==> config.mk <==
export PLATFORM = sky130hd
export DESIGN_NAME = dram_refresh_sched
export DESIGN_NICKNAME = d
export VERILOG_FILES = /design/src/rtl/ref_sched_pkg.sv /design/src/rtl/rfs_tick.sv /design/src/rtl/rfs_owed.sv /design/src/rtl/rfs_row.sv /design/src/rtl/dram_refresh_sched.sv
export SDC_FILE = /design/constraint.sdc
export NUM_CORES = 1
export LEC_CHECK = 0
export BUFFER_PORTS_ARGS = -buffer_cell sky130_fd_sc_hd__clkbuf_2
export CORE_ASPECT_RATIO = 0.75
export CORE_MARGIN = 3
export CORE_UTILIZATION = 25
export DETAILED_ROUTE_END_ITERATION = 8
export HOLD_SLACK_MARGIN = 0.03
export SYNTH_ARGS = -nofsm -noshare
export SYNTH_HDL_FRONTEND = slang
export SYNTH_HIERARCHICAL = 1
export SYNTH_SLANG_ARGS = --single-unit
==> constraint.sdc <==
create_clock -name clk -period 3.88 [get_ports clk]
set_input_delay 0.194 -clock clk [delete_from_list [all_inputs] [get_ports clk]]
set_output_delay 0.194 -clock clk [all_outputs]
set_load 0.1 [all_outputs]
==> src/rtl/ref_sched_pkg.sv <==
package ref_sched_pkg;
  typedef enum logic [3:0] {
    S_PAUSE, S_IDLE, S_ACC, S_CSR, S_RLO, S_PRE, S_SR_CAS, S_SR_LOW, S_SR_PRE
  } rs_state_t;

  typedef enum logic [1:0] {
    W_NORM, W_PRE_SLP, W_POST_SLP
  } rs_why_t;

  function automatic int unsigned max_of(input int unsigned a, input int unsigned b);
    return (a > b) ? a : b;
  endfunction
endpackage

==> src/rtl/rfs_tick.sv <==
module rfs_tick #(
  parameter int unsigned PERIOD = 1560
) (
  input  logic clk,
  input  logic rst,
  input  logic en,
  input  logic clr,
  output logic tick
);
  localparam int unsigned W = $clog2(PERIOD);
  logic [W-1:0] cnt;
  logic         wrap;

  assign wrap = (cnt == W'(PERIOD - 1));

  always_ff @(posedge clk) begin
    if (rst || clr) begin
      cnt  <= '0;
      tick <= 1'b0;
    end else begin
      tick <= en && wrap;
      if (en) cnt <= wrap ? '0 : cnt + 1'b1;
    end
  end
endmodule

==> src/rtl/rfs_owed.sv <==
module rfs_owed #(
  parameter int unsigned OWED_W = 4
) (
  input  logic              clk,
  input  logic              rst,
  input  logic              clr,
  input  logic              inc,
  input  logic              dec,
  output logic [OWED_W-1:0] owed
);
  localparam logic [OWED_W-1:0] TOP = '1;

  always_ff @(posedge clk) begin
    if (rst || clr) begin
      owed <= '0;
    end else if (inc && !dec) begin
      if (owed != TOP) owed <= owed + 1'b1;
    end else if (dec && !inc) begin
      if (owed != '0) owed <= owed - 1'b1;
    end
  end
endmodule

==> src/rtl/rfs_row.sv <==
module rfs_row #(
  parameter int unsigned ROW_W = 10
) (
  input  logic             clk,
  input  logic             rst,
  input  logic             inc,
  output logic [ROW_W-1:0] row
);
  always_ff @(posedge clk) begin
    if (rst)      row <= '0;
    else if (inc) row <= row + 1'b1;
  end
endmodule

==> src/rtl/dram_refresh_sched.sv <==
module dram_refresh_sched
  import ref_sched_pkg::*;
#(
  parameter int unsigned PAUSE_CYC    = 20000,
  parameter int unsigned INIT_REFS    = 8,
  parameter int unsigned REF_INTERVAL = 1560,
  parameter int unsigned OWED_W       = 4,
  parameter int unsigned FORCE_LIM    = 4,
  parameter int unsigned T_CSR        = 1,
  parameter int unsigned T_RAS        = 6,
  parameter int unsigned T_RP         = 5,
  parameter int unsigned T_RPS        = 11,
  parameter int unsigned SELF_MIN     = 10000,
  parameter int unsigned ROW_W        = 10
) (
  input  logic             clk,
  input  logic             rst,
  input  logic             acc_req,
  input  logic             sleep_req,
  input  logic             ras_only_sel,
  output logic             ras_n,
  output logic             cas_n,
  output logic             we_n,
  output logic [ROW_W-1:0] row_addr,
  output logic             ref_busy,
  output logic             acc_gnt,
  output logic             init_done,
  output logic             sleep_ack
);
  localparam int unsigned TMR_MAX = max_of(max_of(PAUSE_CYC, SELF_MIN),
                                    max_of(max_of(T_RAS, T_RP), max_of(T_RPS, T_CSR)));
  localparam int unsigned TMR_W   = $clog2(TMR_MAX + 1);
  localparam int unsigned INIT_W  = $clog2(INIT_REFS + 1);

  rs_state_t         st, st_n;
  rs_why_t           why_q, why_n;
  logic [TMR_W-1:0]  tmr, tmr_n;
  logic              ro_q, ro_n;
  logic [INIT_W-1:0] init_cnt;
  logic [OWED_W-1:0] owed;
  logic              tick, row_inc, ref_done, go_ref, force_ref, last_init, in_sr;
  rs_why_t           go_why;

  assign we_n      = 1'b1;
  assign force_ref = (owed >= OWED_W'(FORCE_LIM));
  assign last_init = (init_cnt == INIT_W'(INIT_REFS - 1));
  assign in_sr     = (st == S_SR_CAS) || (st == S_SR_LOW) || (st == S_SR_PRE);

  rfs_tick #(.PERIOD(REF_INTERVAL)) u_tick (
    .clk(clk), .rst(rst), .en(init_done && !in_sr), .clr(st == S_SR_LOW), .tick(tick)
  );

  rfs_owed #(.OWED_W(OWED_W)) u_owed (
    .clk(clk), .rst(rst), .clr(st == S_SR_LOW), .inc(tick),
    .dec(ref_done && init_done), .owed(owed)
  );

  rfs_row #(.ROW_W(ROW_W)) u_row (
    .clk(clk), .rst(rst), .inc(row_inc), .row(row_addr)
  );

  always_comb begin
    st_n     = st;
    why_n    = why_q;
    ro_n     = ro_q;
    tmr_n    = (tmr != '0) ? tmr - 1'b1 : '0;
    row_inc  = 1'b0;
    ref_done = 1'b0;
    go_ref   = 1'b0;
    go_why   = W_NORM;
    unique case (st)
      S_PAUSE: if (tmr == '0) go_ref = 1'b1;
      S_IDLE: begin
        if (force_ref || (owed != '0 && !acc_req)) begin
          go_ref = 1'b1;
        end else if (sleep_req) begin
          go_ref = 1'b1;
          go_why = W_PRE_SLP;
        end else if (acc_req) begin
          st_n = S_ACC;
        end
      end
      S_ACC: if (!acc_req) st_n = S_IDLE;
      S_CSR: if (tmr == '0) begin
        st_n  = S_RLO;
        tmr_n = TMR_W'(T_RAS - 1);
      end
      S_RLO: if (tmr == '0) begin
        st_n    = S_PRE;
        tmr_n   = TMR_W'(T_RP - 1);
        row_inc = ro_q;
      end
      S_PRE: if (tmr == '0) begin
        ref_done = 1'b1;
        if (!init_done && !last_init) begin
          go_ref = 1'b1;
        end else if (why_q == W_PRE_SLP) begin
          st_n  = S_SR_CAS;
          tmr_n = TMR_W'(T_CSR - 1);
        end else begin
          st_n = S_IDLE;
        end
      end
      S_SR_CAS: if (tmr == '0) begin
        st_n  = S_SR_LOW;
        tmr_n = TMR_W'(SELF_MIN - 1);
      end
      S_SR_LOW: if (tmr == '0 && !sleep_req) begin
        st_n  = S_SR_PRE;
        tmr_n = TMR_W'(T_RPS - 1);
      end
      S_SR_PRE: if (tmr == '0) begin
        go_ref = 1'b1;
        go_why = W_POST_SLP;
      end
      default: st_n = S_IDLE;
    endcase
    if (go_ref) begin
      why_n = go_why;
      ro_n  = ras_only_sel;
      st_n  = ras_only_sel ? S_RLO : S_CSR;
      tmr_n = ras_only_sel ? TMR_W'(T_RAS - 1) : TMR_W'(T_CSR - 1);
    end
  end

  always_ff @(posedge clk) begin
    if (rst) begin
      st        <= S_PAUSE;
      tmr       <= TMR_W'(PAUSE_CYC - 1);
      why_q     <= W_NORM;
      ro_q      <= 1'b0;
      init_cnt  <= '0;
      init_done <= 1'b0;
      ras_n     <= 1'b1;
      cas_n     <= 1'b1;
      acc_gnt   <= 1'b0;
      ref_busy  <= 1'b1;
      sleep_ack <= 1'b0;
    end else begin
      st    <= st_n;
      tmr   <= tmr_n;
      why_q <= why_n;
      ro_q  <= ro_n;
      if (ref_done && !init_done) begin
        init_cnt <= init_cnt + 1'b1;
        if (last_init) init_done <= 1'b1;
      end
      ras_n     <= !((st_n == S_RLO) || (st_n == S_SR_LOW));
      cas_n     <= !((st_n == S_CSR) || (st_n == S_SR_CAS) || (st_n == S_SR_LOW) ||
                     ((st_n == S_RLO) && !ro_n));
      acc_gnt   <= (st_n == S_ACC);
      ref_busy  <= !((st_n == S_IDLE) || (st_n == S_ACC));
      sleep_ack <= (st_n == S_SR_LOW);
    end
  end
endmodule

==> flow_summary.toml <==
[outcome]
status = "completed"

[worst_setup_path]
r2r-start = "tmr[0]"
critPathArrivalTime_ns = 3.26
setup.worst_path.start_class = "register"
end_kind = "register"
crit_start = "tmr[0]"
rr_worst_depth = 14
crit_type = "reg -> reg"
cp_max_fo = 10
worstPathRequired_ns = 4.14

[grt]
gr-total-overflow = 0
gr-usage-all-layers_pct = 10.4
global_route.usage.met1_pct = 14.8
grt_pass1_vias = 2358
grt_max_degree = 42
grt_pass1_wl_mm = 11.6
use_met3_pct = 3.15
antenna_found_initial = 0
gr-max-usage-layer = "met1"
use_met2_pct = 14.3

[yosys]
mappedNetlistNets = 363
ys.flop_type = "dfxtp_1"
synth_area_leaders = "dfxtp_1 38%, xor2_1 4.0%, nor2_1 3.9%"
synth_common_cells = "58 x dfxtp_1, 32 x nor2_1, 25 x nand2_1, 21 x a21oi_1, 16 x nand3_1"
synth_edf_count = 0
synth_warnings = 6
ys_seq_area_share_pct = 37.5
syn_avg_cell_area_um2 = 8.87
yosysMostFrequentCell = "dfxtp_1"
synthArstFlopShare_pct = 0
syn_area_um2 = 3100
synth.top_cell.area_share_pct = 37.5
synth_top_area_cell = "dfxtp_1"
synth_cells = 349
yosysUniqueCellTypes = 66
ys_seq_elements = 58

[die]
die-area_um2 = 13800
start_util_pct = 26.2
die_x_um = 134
rows = 34
die_h_um = 102
ios = 22
core_um2 = 11800

[drt]
first_pass_iters = 4
drc = 0
drt_iter0_markers = 195
vias = 2596
routed_wirelength_mm = 6.58
vias_per_cell = 4.88
ant_nets = 0
drt-wirelength-per-cell_um = 12.4

[sta]
min_period_ns = 3.00
drv_slew = 0
tightest_slew_ns = 0.955
setup_viol = 0
finalClockSkew_ns = 0.00419
finalHoldViolCount = 0
max_freq_mhz = 334
slew_headroom_pct = 35.8
timing.final.crit_share_pct = 77.3
finalSetupTns_ns = 0
grt_setup_unrepaired = "false"

[finish]
fin_area_um2 = 3600
antennaDiodeCount = 0
final_core_util_pct = 30.5
area_growth_pct = 16.4
nets = 380
drive_gt1_share_pct = 17.0
fillCellCount = 1269

[placed_design]
placed_area_um2 = 3330
gp_congestion = 0.871
dp_hpwl_mm = 4.63
port-buffer-count = 20

[clock_tree]
hold_buffers = 0
clkTransAtPathRegs_ns = 0.05
cts_tree = "yes"
cts_setup_buffers = 0
clk_latency_ns = 0.33
clockBufferDepth = 2
cts_resized = 0
cts_sinks = 58
root_buffer = "clkbuf_16"
cts_made_buffers = 9
htree_levels = 3

[worst_hold_path]
min_from = "ras_only_sel"
hold_class = "in -> reg"
min_path_cells = 3

[run]
maxCapViolations = 0

[pwr]
total_power_mw = 1.36
ir_drop_mv = 0.200
leakage_nw = 1.26
power_density_nw_per_um2 = 378
==> registers in the layout (all words and copies together) (netlist names) <==
name	count
cas_n	1
acc_gnt	1
why_q	2
ref_busy	1
ro_q	1
u_tick/tick	1
u_tick/cnt	11
u_row/row	10
init_done	1
sleep_ack	1
u_owed/owed	4
st	4
init_cnt	4
ras_n	1
tmr	15
==> metal layers <==
layer	vias up	part of all wire, %
li1	1305	-
met1	1217	52
met2	62	40
met3	12	5.1
met4	0	2.0
met5	-	0
==> worst paths after layout <==
check / slack, ns / to
max reg2reg: 0.88 / u_owed/owed[3]
min reg2reg: 0.46 / why_q[0]
max: 0.88 / u_owed/owed[3]
min: 0.24 / tmr[2]
==> through the flow <==
step / std cells / setup WS [ns] / hold WS, ns
after floorplan: 349 / 1.30 / 0.368
after global placement: 517 / 1.00 / 0.452
after detailed placement: 517 / 0.923 / 0.449
after CTS: 532 / 0.912 / 0.223
after global routing: 532 / 0.538 / 0.272
final: 532 / 0.882 / 0.237
==> cell usage in the layout (no fill, tap or decap), types with 2 or more instances in the layout <==
cell type	count
clkbuf_16	9
ha_1	8
buf_4	2
or2_2	2
a211oi_1	7
clkbuf_2	20
nor2b_1	4
a21o_1	2
o21ai_0	13
nor3_1	9
or4_1	4
nand4bb_1	2
nor2_1	32
a21oi_1	21
nor3_4	2
nand4_1	12
and3_1	5
nand2_1	25
nand2b_1	2
or4_4	2
o21ai_1	2
o31ai_1	8
or3_1	7
or3_2	3
o21bai_1	6
nand3_1	16
and3_2	2
mux2i_1	6
o22ai_1	2
clkbuf_8	2
a31oi_1	2
a311oi_1	2
xor2_1	14
inv_1	12
xnor2_1	10
dfxtp_1	58
nor4_1	2
clkbuf_1	2
==> cell type report <==
type / instances / area [um2] / share of cell area (%)
flip-flops and latches: 58 / 1160 / 32.2
inverters: 12 / 45.0 / 1.25
repair buffers: 22 / 115 / 3.20
clock inverters: 2 / 12.5 / 0.347
clock buffers: 13 / 260 / 7.22
well taps: 162 / 203 / 5.63
multi-input cells: 263 / 1810 / 50.1
==> worst max-delay path, stage by stage (launching register included) <==
cell	delay (ns)
dfxtp_1	0.34
inv_1	0.09
ha_1	0.16
nor3b_1	0.23
and4_1	0.42
nand2_1	0.18
nor2_1	0.12
inv_1	0.05
ha_1	0.22
inv_1	0.17
ha_1	0.30
a21oi_1	0.18
a21oi_1	0.11
o211ai_2	0.18
mux2i_1	0.19
==> where the power goes <==
| part | internal (mW) | total (mW) | switching [mW] |
|---|---|---|---|
| combinational | 0.0110 | 0.0347 | 0.0237 |
| clock | 0.461 | 0.724 | 0.263 |
| sequential | 0.600 | 0.604 | 0.00413 |
| total | 1.07 | 1.36 | 0.291 |
==> cells by family (layout without fill, tap and decap cells) <==
logic type | count (synthesis) | after routing | synth area share [%]
xor+xnor | 24 | 24 | 6.79
fa+ha+maj | 9 | 9 | 3.88
other cells | 1 | 1 | 0.121
mux | 8 | 8 | 2.79
buf+inv | 28 | 49 | 4.16
compound gates | 77 | 77 | 17.5
simple gates | 144 | 144 | 27.3
flops | 58 | 58 | 37.5
No activity file was read; power rests on OpenSTA's default activity.
